==> config.mk <==
export PLATFORM = sky130hd
export DESIGN_NAME = pipe4_ctrl
export DESIGN_NICKNAME = d
export VERILOG_FILES = /design/src/rtl/pipe4_pkg.sv /design/src/rtl/pipe4_hazard.sv /design/src/rtl/pipe4_sched.sv /design/src/rtl/pipe4_ctrl.sv
export SDC_FILE = /design/constraint.sdc
export NUM_CORES = 1
export LEC_CHECK = 0
export BUFFER_PORTS_ARGS = -buffer_cell sky130_fd_sc_hd__buf_4
export CAP_MARGIN = 20
export CORE_MARGIN = 5
export CORE_UTILIZATION = 53
export CTS_CLUSTER_DIAMETER = 200
export DETAILED_ROUTE_END_ITERATION = 16
export PLACE_DENSITY = 0.79
export SLEW_MARGIN = 20
export SYNTH_ARGS = -nofsm -noshare
export SYNTH_HDL_FRONTEND = slang
export SYNTH_SLANG_ARGS = --single-unit
==> constraint.sdc <==
create_clock -name clk -period 2.1 [get_ports clk]
set_clock_uncertainty 0.15 [all_clocks]
set_input_delay 0 -clock clk [delete_from_list [all_inputs] [get_ports clk]]
set_output_delay 0 -clock clk [all_outputs]
set_load 0.1 [all_outputs]
==> src/rtl/pipe4_pkg.sv <==
package pipe4_pkg;
    localparam int TAG_W = 8;
    localparam int REG_W = 4;
    localparam int NSRC  = 2;
    localparam int SRC_W = NSRC * REG_W;

    typedef enum logic [1:0] {
        ACT_ADV   = 2'd0,
        ACT_STALL = 2'd1,
        ACT_FLUSH = 2'd2
    } act_e;

    typedef struct packed {
        logic                           valid;
        logic [TAG_W-1:0]               tag;
        logic [NSRC-1:0][REG_W-1:0]     src;
        logic [REG_W-1:0]               dst;
        logic                           wr;
    } slot_t;

    typedef struct packed {
        slot_t              f;
        slot_t              d;
        slot_t              e;
        slot_t              w;
        logic               ret;
        logic [TAG_W-1:0]   ret_tag;
    } pipe_t;

    localparam slot_t SLOT_EMPTY = '0;
endpackage

==> src/rtl/pipe4_hazard.sv <==
module pipe4_hazard
    import pipe4_pkg::*;
(
    input  slot_t dec_slot,
    input  slot_t exe_slot,
    output logic  hazard
);
    logic [NSRC-1:0] src_hit;

    for (genvar gi = 0; gi < NSRC; gi++) begin : g_cmp
        assign src_hit[gi] = (dec_slot.src[gi] == exe_slot.dst);
    end

    assign hazard = dec_slot.valid & exe_slot.valid & exe_slot.wr & (|src_hit);
endmodule

==> src/rtl/pipe4_sched.sv <==
module pipe4_sched
    import pipe4_pkg::*;
(
    input  logic hazard,
    input  logic br_taken,
    output act_e act,
    output logic accept
);
    always_comb begin
        if (br_taken) begin
            act = ACT_FLUSH;
        end else if (hazard) begin
            act = ACT_STALL;
        end else begin
            act = ACT_ADV;
        end
        accept = (act == ACT_ADV);
    end
endmodule

==> src/rtl/pipe4_ctrl.sv <==
module pipe4_ctrl
    import pipe4_pkg::*;
(
    input  logic             clk,
    input  logic             rst_n,
    input  logic             in_valid,
    input  logic [TAG_W-1:0] in_tag,
    input  logic [SRC_W-1:0] in_src,
    input  logic [REG_W-1:0] in_dst,
    input  logic             in_wr,
    input  logic             br_taken,
    output logic             in_ready,
    output logic             fetch_valid,
    output logic [TAG_W-1:0] fetch_tag,
    output logic             dec_valid,
    output logic [TAG_W-1:0] dec_tag,
    output logic             ex_valid,
    output logic [TAG_W-1:0] ex_tag,
    output logic             wb_valid,
    output logic [TAG_W-1:0] wb_tag,
    output logic             retire,
    output logic [TAG_W-1:0] retire_tag
);
    pipe_t pipe_d, pipe_q;
    logic  hazard;
    act_e  act;
    logic  accept;

    pipe4_hazard u_hazard (
        .dec_slot (pipe_q.d),
        .exe_slot (pipe_q.e),
        .hazard   (hazard)
    );

    pipe4_sched u_sched (
        .hazard   (hazard),
        .br_taken (br_taken),
        .act      (act),
        .accept   (accept)
    );

    always_comb begin
        pipe_d         = pipe_q;
        pipe_d.ret     = pipe_q.w.valid;
        pipe_d.ret_tag = pipe_q.w.tag;
        pipe_d.w       = pipe_q.e;
        case (act)
            ACT_FLUSH: begin
                pipe_d.e = SLOT_EMPTY;
                pipe_d.d = SLOT_EMPTY;
                pipe_d.f = SLOT_EMPTY;
            end
            ACT_STALL: begin
                pipe_d.e = SLOT_EMPTY;
            end
            default: begin
                pipe_d.e = pipe_q.d;
                pipe_d.d = pipe_q.f;
                if (in_valid) begin
                    pipe_d.f.valid = 1'b1;
                    pipe_d.f.tag   = in_tag;
                    pipe_d.f.src   = in_src;
                    pipe_d.f.dst   = in_dst;
                    pipe_d.f.wr    = in_wr;
                end else begin
                    pipe_d.f = SLOT_EMPTY;
                end
            end
        endcase
    end

    always_ff @(posedge clk or negedge rst_n) begin
        if (!rst_n) begin
            pipe_q <= '0;
        end else begin
            pipe_q <= pipe_d;
        end
    end

    assign in_ready    = accept;
    assign fetch_valid = pipe_q.f.valid;
    assign fetch_tag   = pipe_q.f.tag;
    assign dec_valid   = pipe_q.d.valid;
    assign dec_tag     = pipe_q.d.tag;
    assign ex_valid    = pipe_q.e.valid;
    assign ex_tag      = pipe_q.e.tag;
    assign wb_valid    = pipe_q.w.valid;
    assign wb_tag      = pipe_q.w.tag;
    assign retire      = pipe_q.ret;
    assign retire_tag  = pipe_q.ret_tag;

    assert_advance_R1: assert property (@(posedge clk) disable iff (!rst_n)
        (!br_taken && !hazard && dec_valid) |=> (ex_valid && ex_tag == $past(dec_tag)));

    assert_stall_blocks_input_R3: assert property (@(posedge clk) disable iff (!rst_n)
        hazard |-> !in_ready);

    assert_stall_holds_R3: assert property (@(posedge clk) disable iff (!rst_n)
        (hazard && !br_taken) |=> (dec_valid && $stable(dec_tag) && $stable(fetch_tag)));

    assert_bubble_ex_R4: assert property (@(posedge clk) disable iff (!rst_n)
        (hazard && !br_taken) |=> !ex_valid);

    assert_bubble_wb_R4: assert property (@(posedge clk) disable iff (!rst_n)
        !ex_valid |=> !wb_valid);

    assert_flush_R6: assert property (@(posedge clk) disable iff (!rst_n)
        br_taken |=> (!fetch_valid && !dec_valid && !ex_valid));

    assert_branch_moves_on_R8: assert property (@(posedge clk) disable iff (!rst_n)
        (br_taken && hazard) |=> (wb_valid && wb_tag == $past(ex_tag)));

    assert_retire_R7: assert property (@(posedge clk) disable iff (!rst_n)
        retire |-> ($past(wb_valid) && retire_tag == $past(wb_tag)));
endmodule

==> results of run 1 <==
-- sequential cells by signal, indices dropped and copies added, names as in the netlist, 5 cells and up --
| signal | cells |
|---|---|
| pipe_d | 5 |
| dec_tag | 8 |
| pipe_q | 26 |
| retire_tag | 8 |
| wb_tag | 8 |
| ex_tag | 8 |
| fetch_tag | 8 |
-- synth_stat cells --
| library cell | number | area share |
|---|---|---|
| a22o_1 | 22 | 0.062 |
| nor2b_1 | 22 | 0.045 |
| buf_6 | 2 | 0.0073 |
| buf_4 | 40 | 0.097 |
| dfrtp_1 | 76 | 0.62 |
| a21oi_1 | 1 | 0.0016 |
| o2111ai_2 | 1 | 0.0049 |
| clkbuf_1 | 6 | 0.0073 |
| buf_2 | 8 | 0.013 |
| and4b_1 | 1 | 0.0032 |
| xor2_1 | 8 | 0.023 |
| a32o_1 | 21 | 0.068 |
| inv_1 | 1 | 0.0012 |
| nor3b_1 | 14 | 0.034 |
| o2111a_1 | 1 | 0.0037 |
| nor2_1 | 1 | 0.0012 |
| o21a_1 | 1 | 0.0024 |
| nor4_2 | 2 | 0.0081 |
-- per-layer routing --
metal / vias to the layer above / part of all wire / global-route usage
li1: 898 / - / -
met1: 982 / 0.42 / 0.229
met2: 63 / 0.50 / 0.265
met3: 8 / 0.060 / 0.0390
met4: 0 / 0.013 / 0.0807
met5: - / 0 / 0
-- report_power, final --
| part | internal (W) | switching (W) |
|---|---|---|
| registers | 0.00150 | 0.0000264 |
| clock network | 0.000555 | 0.000550 |
| logic | 0.000134 | 0.000255 |
| total | 0.00219 | 0.000831 |
-- cell families after synthesis --
kind of cell	count (synthesis)	synth area share
compound gates	47	0.143
xor+xnor	8	0.0227
buf+inv	57	0.126
flops	76	0.617
simple gates	40	0.0913
-- path summary, 6_finish.rpt --
kind / end / cells after the start / slack (ps) / from
setup / recovery: in_ready / 6 / 90 / pipe_d[12]$_DFF_PN0_
hold / removal: fetch_valid$_DFFE_PN0P_ / 4 / 170 / in_valid
setup reg to reg: pipe_q[85]$_DFFE_PN0P_ / 6 / 110 / pipe_d[12]$_DFF_PN0_
hold reg to reg: retire_tag[7]$_DFF_PN0_ / 0 / 230 / wb_tag[7]$_DFF_PN0_
max in group asynchronous: ex_valid$_DFF_PN0_ / 2 / 1030 / rst_n
min in group asynchronous: pipe_q[86]$_DFFE_PN0P_ / 2 / 180 / rst_n
-- metrics by stage --
step,util,total power (W)
floorplan,-,0.00180
global placement,0.611,0.00189
detailed placement,0.611,0.00189
CTS,0.694,0.00303
global route,0.701,0.00313
finish,0.701,0.00302
-- final cells by class --
type / count / area [um2] / area share
sequential: 76 / 1900 / 0.487
timing repair buffer: 105 / 883 / 0.226
multi-input combinational: 95 / 830 / 0.212
clock buffer: 9 / 124 / 0.0317
tap: 72 / 90.1 / 0.0231
clock inverter: 7 / 73.8 / 0.0189
inverter: 1 / 3.75 / 0.000961
-- tightest hold or removal path, stage by stage --
cell	delay [ps]
buf_4	70
nor2b_1	120
buf_4	270
a22o_1	160
-- timing repair --
action                                  in CTS  in global routing
hold buffers                                23                  0
pin swaps                                    3                  2
endpoints found under the setup margin       1                  1
buffers inserted                             2                  4
gates resized for setup                      3                  2
endpoints found under the hold margin      109                  0
==> summary.md, run 1 <==
| Metric | Value |
|---|---|
| Final #Nets | `313` |
| Die span in y | `86.3 um` |
| Largest net degree at the start of global routing | `77` |
| Worst-path clk slew | `80 ps` |
| Hold slack | `169 ps` |
| Die Area | `0.00745 mm2` |
| Commonest non-fill, non-tap cell in the layout | `buf_4` |
| Buffers added on ports | `70` |
| Hpwl dp | `3.71 mm` |
| DP Worst Slack | `69.3 ps` |
| Clock Latency Late Sink | `340 ps` |
| Filler instances | `400` |
| CP max-delay cell | `dfrtp_1` |
| Via density | `5.35` |
| Critical path arrival | `1860 ps` |
| Path type of the worst setup path | `reg2out` |
| CP Max Fanout | `8` |
| Crit path buffers/inverters | `2` |
| Width of the die | `86.3 um` |
| Worst Setup Start Kind | `register` |
| Synthesized instance count | `228` |
| Status | `complete, no violations` |
| Cell total after placement | `320` |
| I/O Pins | `71` |
| Minimum clock period | `2010 ps` |
| CTS sink cnt | `76` |
| Initial DRC count | `111` |
| Cell Count, Final, Fillers Out | `365` |
| Leakage | `1.97 nW` |
| Slew Limit Fails | `0` |
| Total number of vias | `1,951` |
| Part of the Yosys area used for sequential elements | `0.617` |
| DRC | `0` |
| Synth cell types | `18` |
| RSZ-0062 raised after global routing | `true` |
| Mean post-synth cell area | `13.5 um2` |
| Setup tns final | `0 ps` |
| Slowest stage delay, CP | `400 ps` |
| Final wirelength | `6.11 mm` |
| Final worst setup slack | `85.8 ps` |
| Final ANT Viol Nets | `0` |
| CTS tree | `built` |
| F_max | `496 MHz` |
| Clk buf depth | `2` |
| Tightest Pin Transition | `919 ps` |
| Max_cap viols | `0` |
| Flops & latches, synth | `76` |
| Mapped Area | `0.00308 mm2` |
| Hold Crit Class | `in2reg` |
| TritonRoute pass-1 iters | `4` |
| Vias in the first global route | `1,968` |
| Cell Area, Placed | `0.00340 mm2` |
| Critical Path Most Common Cell | `buf_12` |
| Maximum VDD drop | `0.468 mV` |
| Pwr dens | `773 mW/mm2` |
| Final Cell Area | `0.00391 mm2` |
| First-pass GRT wire length | `9.76 mm` |
| Critical Path, Cell by Cell | `xor2_1 -> nor4_4 -> o2111a_1 -> buf_12 -> nor2_4 -> buf_12` |
| Placer Congestion | `0.711` |
| Antenna violations before repair | `0` |
| Total GRT Usage | `0.171` |
| Crit share post-route | `0.959` |
| Final Hold Violating Endpoints | `0` |
| CP top delay family | `flip-flops` |
| Layout cells sized above 1 | `0.348` |
| Slew HR | `0.388` |
| Row count | `27` |
| Final setup violating endpoints | `0` |
| YS warnings | `0` |
| Core area | `0.00557 mm2` |
| Root Driver | `clkbuf_8` |
| Layout area overhead | `26.7%` |
| Setup crit end kind | `output pin` |
| Most frequent cells in the layout | `buf_4 (79), dfrtp_1 (76), dlygate4sd3_1 (23)` |
| Worst EP required | `1950 ps` |
| Total gr overflow | `0` |
| Mapped Nets | `253` |
| Initial Utilization | `0.553` |
| Num CTS Buffers | `9` |
| Routed WL per cell | `16.7 um` |
| Htree depth | `3` |
| # diodes | `0` |
No activity file was read; power rests on OpenSTA's default activity.
==> run 2, diff against run 1 <==
Settings changed: SETUP_SLACK_MARGIN set to 0.15.
==> run 2 against run 1 <==
  * Worst setup slack worse by 10 ps
  * Register-to-register slack worse by 30 ps
  * Critical path depth unchanged
  * Core utilization up 1.0 points
  * Critical path type is now reg2reg
  * Highest routed layer unchanged
==> summary.md, run 2 (same netlist as run 1, synthesis figures left out) <==
| Metric | Value |
|---|---|
| Status | `complete, no violations` |
| Clock Latency Late Sink | `340 ps` |
| Final setup violating endpoints | `0` |
| Core area | `0.00557 mm2` |
| Width of the die | `86.3 um` |
| Final wirelength | `6.25 mm` |
| Critical Path, Cell by Cell | `xor2_1 -> nor4_4 -> buf_4 -> o2111ai_4 -> buf_12 -> a32o_1` |
| DP Worst Slack | `115 ps` |
| Total GRT Usage | `0.173` |
| Final ANT Viol Nets | `0` |
| I/O Pins | `71` |
| Crit share post-route | `0.964` |
| Placer Congestion | `0.721` |
| Die span in y | `86.3 um` |
| Die Area | `0.00745 mm2` |
| Slew Limit Fails | `0` |
| Cell Count, Final, Fillers Out | `365` |
| Htree depth | `3` |
| Tightest Pin Transition | `900 ps` |
| Final #Nets | `313` |
| Pwr dens | `790 mW/mm2` |
| Total number of vias | `1,947` |
| Crit path buffers/inverters | `2` |
| F_max | `494 MHz` |
| Leakage | `1.98 nW` |
| Hpwl dp | `3.71 mm` |
| CP Launch Point | `pipe_q[60]$_DFFE_PN0P_` |
| Path type of the worst setup path | `reg2reg` |
| Layout area overhead | `28.5%` |
| Largest net degree at the start of global routing | `77` |
| Routed WL per cell | `17.1 um` |
| R2R depth | `6` |
| Num CTS Buffers | `9` |
| RSZ-0062 raised after global routing | `true` |
| Via density | `5.33` |
| First-pass GRT wire length | `9.88 mm` |
| Worst-path clk slew | `80 ps` |
| Cell total after placement | `319` |
| DRC | `0` |
| Worst Setup Start Kind | `register` |
| Vias in the first global route | `1,949` |
| Worst EP required | `2170 ps` |
| Flop2flop setup slack | `80 ps` |
| Critical path arrival | `2100 ps` |
| Commonest non-fill, non-tap cell in the layout | `buf_4` |
| Largest Register | `pipe_q` |
| Max_cap viols | `0` |
| Slew HR | `0.400` |
| Buffers added on ports | `70` |
| CP max-delay cell | `dfrtp_1` |
| Row count | `27` |
| Slowest stage delay, CP | `400 ps` |
| Reg-to-reg startpoint | `pipe_q[60]$_DFFE_PN0P_` |
| Antenna violations before repair | `0` |
| CP Depth | `6` |
| CTS sink cnt | `76` |
| Critical Path End | `pipe_q[84]$_DFFE_PN0P_` |
| Root Driver | `clkbuf_8` |
| Clk buf depth | `2` |
| Initial Utilization | `0.553` |
| Setup crit end kind | `register` |
| Reg2reg end | `pipe_q[84]$_DFFE_PN0P_` |
| Filler instances | `380` |
| Maximum VDD drop | `0.602 mV` |
| Max FFs per register | `26` |
| TritonRoute pass-1 iters | `4` |
| CTS tree | `built` |
| Final Hold Violating Endpoints | `0` |
| Total gr overflow | `0` |
| Most frequent cells in the layout | `buf_4 (77), dfrtp_1 (74), dlygate4sd3_1 (23)` |
| CP top delay family | `compound AO/OA/AOI/OAI gates` |
| Layout cells sized above 1 | `0.358` |
| Hold slack | `117 ps` |
| Minimum clock period | `2020 ps` |
| Final worst setup slack | `75.3 ps` |
| Hold Crit Class | `in2reg` |
| Initial DRC count | `100` |
| # diodes | `0` |
| CP Max Fanout | `22` |
run 2: cell types whose count changed in the layout (fill, tap and decap cells not counted), sizes merged:
cell and change:
buf -1, bufinv +1, clkbuf +1, clkinv -2, clkinvlp +1
run 2: how the worst min path moves through the flow:
stage,from,end,slack [ps],cells past startpoint
final,in_valid,fetch_valid$_DFFE_PN0P_,120,3
after global routing,in_valid,fetch_valid$_DFFE_PN0P_,150,3
after CTS,in_valid,fetch_valid$_DFFE_PN0P_,100,3
after detailed placement,rst_n,retire$_DFF_PN0_,50,1
after global placement,rst_n,pipe_q[61]$_DFFE_PN0P_,20,1
after floorplan,rst_n,dec_tag[0]$_DFFE_PN0P_,-450,0
run 2: tightest hold or removal path, delay by kind of cell:
kind,cells,cell delay (ps)
and+or+nand+nor,1,250
buffers and inverters,1,100
AOI/OAI and AO/OA,1,220
run 2: area by class of cell:
| cell class | instances | area, um2 | area share |
|---|---|---|---|
| clock buffers | 9 | 124 | 0.0313 |
| clock inverters | 7 | 97.6 | 0.0246 |
| inverters | 1 | 3.75 | 0.000947 |
| multi-input cells | 95 | 831 | 0.210 |
| flip-flops and latches | 76 | 1900 | 0.480 |
| well taps | 72 | 90.1 | 0.0227 |
| repair buffers | 105 | 913 | 0.230 |
run 2: timing repair:
| action | 4_1_cts | 5_1_grt |
|---|---|---|
| setup buffers | 4 | 2 |
| pin swaps | 3 | 1 |
| hold endpoints to repair | 108 | 0 |
| setup endpoints to repair | 22 | 44 |
| cloned | 0 | 1 |
| hold buffers | 23 | 0 |
| gates resized for setup | 6 | 0 |
run 2: routing by layer:
layer  track usage  wire length (um)
met1         0.225              2690
met2         0.279              3170
met3        0.0418               333
met4        0.0694                59
met5             0                 0
run 2: per-stage QoR:
| step | TNS, ps | util | total power [W] | area, um2 |
|---|---|---|---|---|
| after floorplan | 0 | - | 0.00180 | 3090 |
| after global placement | 0 | 0.612 | 0.00189 | 3410 |
| after detailed placement | 0 | 0.612 | 0.00189 | 3410 |
| after CTS | 0 | 0.704 | 0.00316 | 3920 |
| after global routing | -1.32 | 0.711 | 0.00324 | 3960 |
| final | 0 | 0.711 | 0.00313 | 3960 |
run 2: where the power goes:
| group | internal, W | leakage, nW | switching (W) |
|---|---|---|---|
| Clock | 0.000675 | 0.106 | 0.000542 |
| Combinational | 0.000134 | 0.840 | 0.000256 |
| Sequential | 0.00150 | 1.04 | 0.0000267 |
| Total | 0.00231 | 1.98 | 0.000824 |
==> run 3, diff against run 2 <==
--- a/config.mk
+++ b/config.mk
@@ -8,4 +8,5 @@
 export BUFFER_PORTS_ARGS = -buffer_cell sky130_fd_sc_hd__buf_4
 export CAP_MARGIN = 20
+export CORE_ASPECT_RATIO = 1.25
 export CORE_MARGIN = 5
 export CORE_UTILIZATION = 53
==> constraint.sdc (replaced) <==
create_clock -name clk -period 2.1 [get_ports clk]
set_clock_uncertainty 0.15 [all_clocks]
set_input_delay 0.105 -clock clk [delete_from_list [all_inputs] [get_ports clk]]
set_output_delay 0.105 -clock clk [all_outputs]
set_load 0.1 [all_outputs]
==> run 3 against run 2 <==
  * Largest power group unchanged
  * Flip-flop and latch count did not move
  * Routed wire length fell by 3.8%
  * Die area grew 0.13%
  * First-iteration DRC count decreased by 3.0%
  * Cell count shrank 1.9%
  * Worst setup slack gained 16 ps
  * Clock power decreased by 11%
  * Largest cell class unchanged
  * Global-route usage fell by 0.34 points
  * Non-clock buffer count fell by 1
  * Register-to-register slack improved by 30 ps
  * Count of clock-buffer cells in the layout stayed put
==> summary.md, run 3 (same netlist as run 1, synthesis figures left out) <==
| Metric | Value |
|---|---|
| Worst-path clk slew | `80 ps` |
| Die Area | `0.00745 mm2` |
| Commonest non-fill, non-tap cell in the layout | `buf_4` |
| Final ANT Viol Nets | `0` |
| Die span in y | `95.3 um` |
| Leakage | `1.95 nW` |
| Slew HR | `0.450` |
| Status | `complete, no violations` |
| Row count | `31` |
| First-pass GRT wire length | `9.73 mm` |
| Cell Area, Placed | `0.00340 mm2` |
| RSZ-0062 raised after global routing | `true` |
| Clock Latency Late Sink | `340 ps` |
| # diodes | `0` |
| Final Hold Violating Endpoints | `0` |
| Setup tns final | `0 ps` |
| Clk buf depth | `2` |
| Width of the die | `78.2 um` |
| CP Max Fanout | `2` |
| Total number of vias | `1,943` |
| Initial DRC count | `97` |
| CTS sink cnt | `76` |
| Antenna violations before repair | `0` |
| Htree depth | `3` |
| Total GRT Usage | `0.169` |
| Critical path arrival | `1750 ps` |
| Cell Count, Final, Fillers Out | `358` |
| Max FFs per register | `26` |
| Final wirelength | `6.01 mm` |
| Via density | `5.43` |
| Final Util | `0.675` |
| Crit share post-route | `0.957` |
| Maximum VDD drop | `0.412 mV` |
| I/O Pins | `71` |
| Buffers added on ports | `70` |
| Hpwl dp | `3.92 mm` |
| Root Driver | `clkbuf_8` |
| TritonRoute pass-1 iters | `4` |
| Num CTS Buffers | `9` |
| Max_cap viols | `0` |
| Cell total after placement | `316` |
| Path type of the worst setup path | `reg2out` |
| Most frequent cells in the layout | `buf_4 (78), dfrtp_1 (74), dlygate4sd3_1 (23)` |
| CTS tree | `built` |
| F_max | `498 MHz` |
| Vias in the first global route | `1,974` |
| Final #Nets | `312` |
| Final setup violating endpoints | `0` |
| Layout cells sized above 1 | `0.356` |
| Minimum clock period | `2010 ps` |
| Placer Congestion | `0.787` |
| Tightest Pin Transition | `823 ps` |
| Filler instances | `407` |
| Hold Crit Class | `in2reg` |
| Largest Register | `pipe_q` |
| Pwr dens | `775 mW/mm2` |
| Total gr overflow | `0` |
| Largest net degree at the start of global routing | `49` |
| Final Cell Area | `0.00388 mm2` |
| Worst EP required | `1850 ps` |
| Routed WL per cell | `16.8 um` |
| Core area | `0.00574 mm2` |
| WHS Path Cells | `3` |
| DRC | `0` |
| Setup crit end kind | `output pin` |
| Initial Utilization | `0.537` |
| R2R depth | `6` |
| Layout area overhead | `25.7%` |
| Slew Limit Fails | `0` |
| Worst Setup Start Kind | `register` |
## run 3: power breakdown
group	internal, W	switching, W	total (W)
sequential	0.00150	0.0000263	0.00153
combinational	0.000135	0.000253	0.000388
clock	0.000554	0.000537	0.00109
total	0.00219	0.000817	0.00301
## run 3: through the flow
step	setup WS (ps)	hold slack, ps	total power (W)
after floorplan	210	-341	0.00180
after global placement	226	2.85	0.00189
after detailed placement	105	6.68	0.00190
after CTS	61.3	129	0.00303
after global routing	5.97	149	0.00313
final	91.0	145	0.00301
## run 3: area by class of cell
class,count,area (um2),share of cell area
repair buffers,104,876,0.226
flip-flops and latches,76,1900,0.491
well taps,66,82.6,0.0213
multi-input cells,95,811,0.209
clock inverters,7,76.3,0.0197
inverters,1,3.75,0.000968
clock buffers,9,124,0.0319
## run 3: path summary, 6_finish.rpt
check	endpoint	slack [ps]	startpoint
max	in_ready	90	pipe_d[12]$_DFF_PN0_
max reg2reg	pipe_q[86]$_DFFE_PN0P_	110	pipe_d[10]$_DFF_PN0_
min	dec_valid$_DFFE_PN0P_	140	br_taken
min in group asynchronous	retire_tag[7]$_DFF_PN0_	160	rst_n
max in group asynchronous	dec_tag[1]$_DFFE_PN0P_	930	rst_n
min reg2reg	retire_tag[4]$_DFF_PN0_	230	wb_tag[4]$_DFF_PN0_
## run 3: critical path, cell delays in order (launching register included)
cell and delay [ps]:
dfrtp_1 400, xor2_1 190, nor4_4 320, o2111a_2 290
nor2_4 50, buf_12 160
## run 3: what timing repair did
item	in CTS	in global routing
setup endpoints to repair	22	45
buffers inserted	3	0
hold buffers	23	0
gates resized for setup	5	0
hold endpoints to repair	76	0
pin swaps	3	1
## run 3: layer usage
layer,wire (um),up-vias,global-route usage
met1,2450,989,0.216
met4,121,0,0.0816
li1,-,891,-
met5,0,-,0
met2,3150,52,0.269
met3,283,11,0.0473
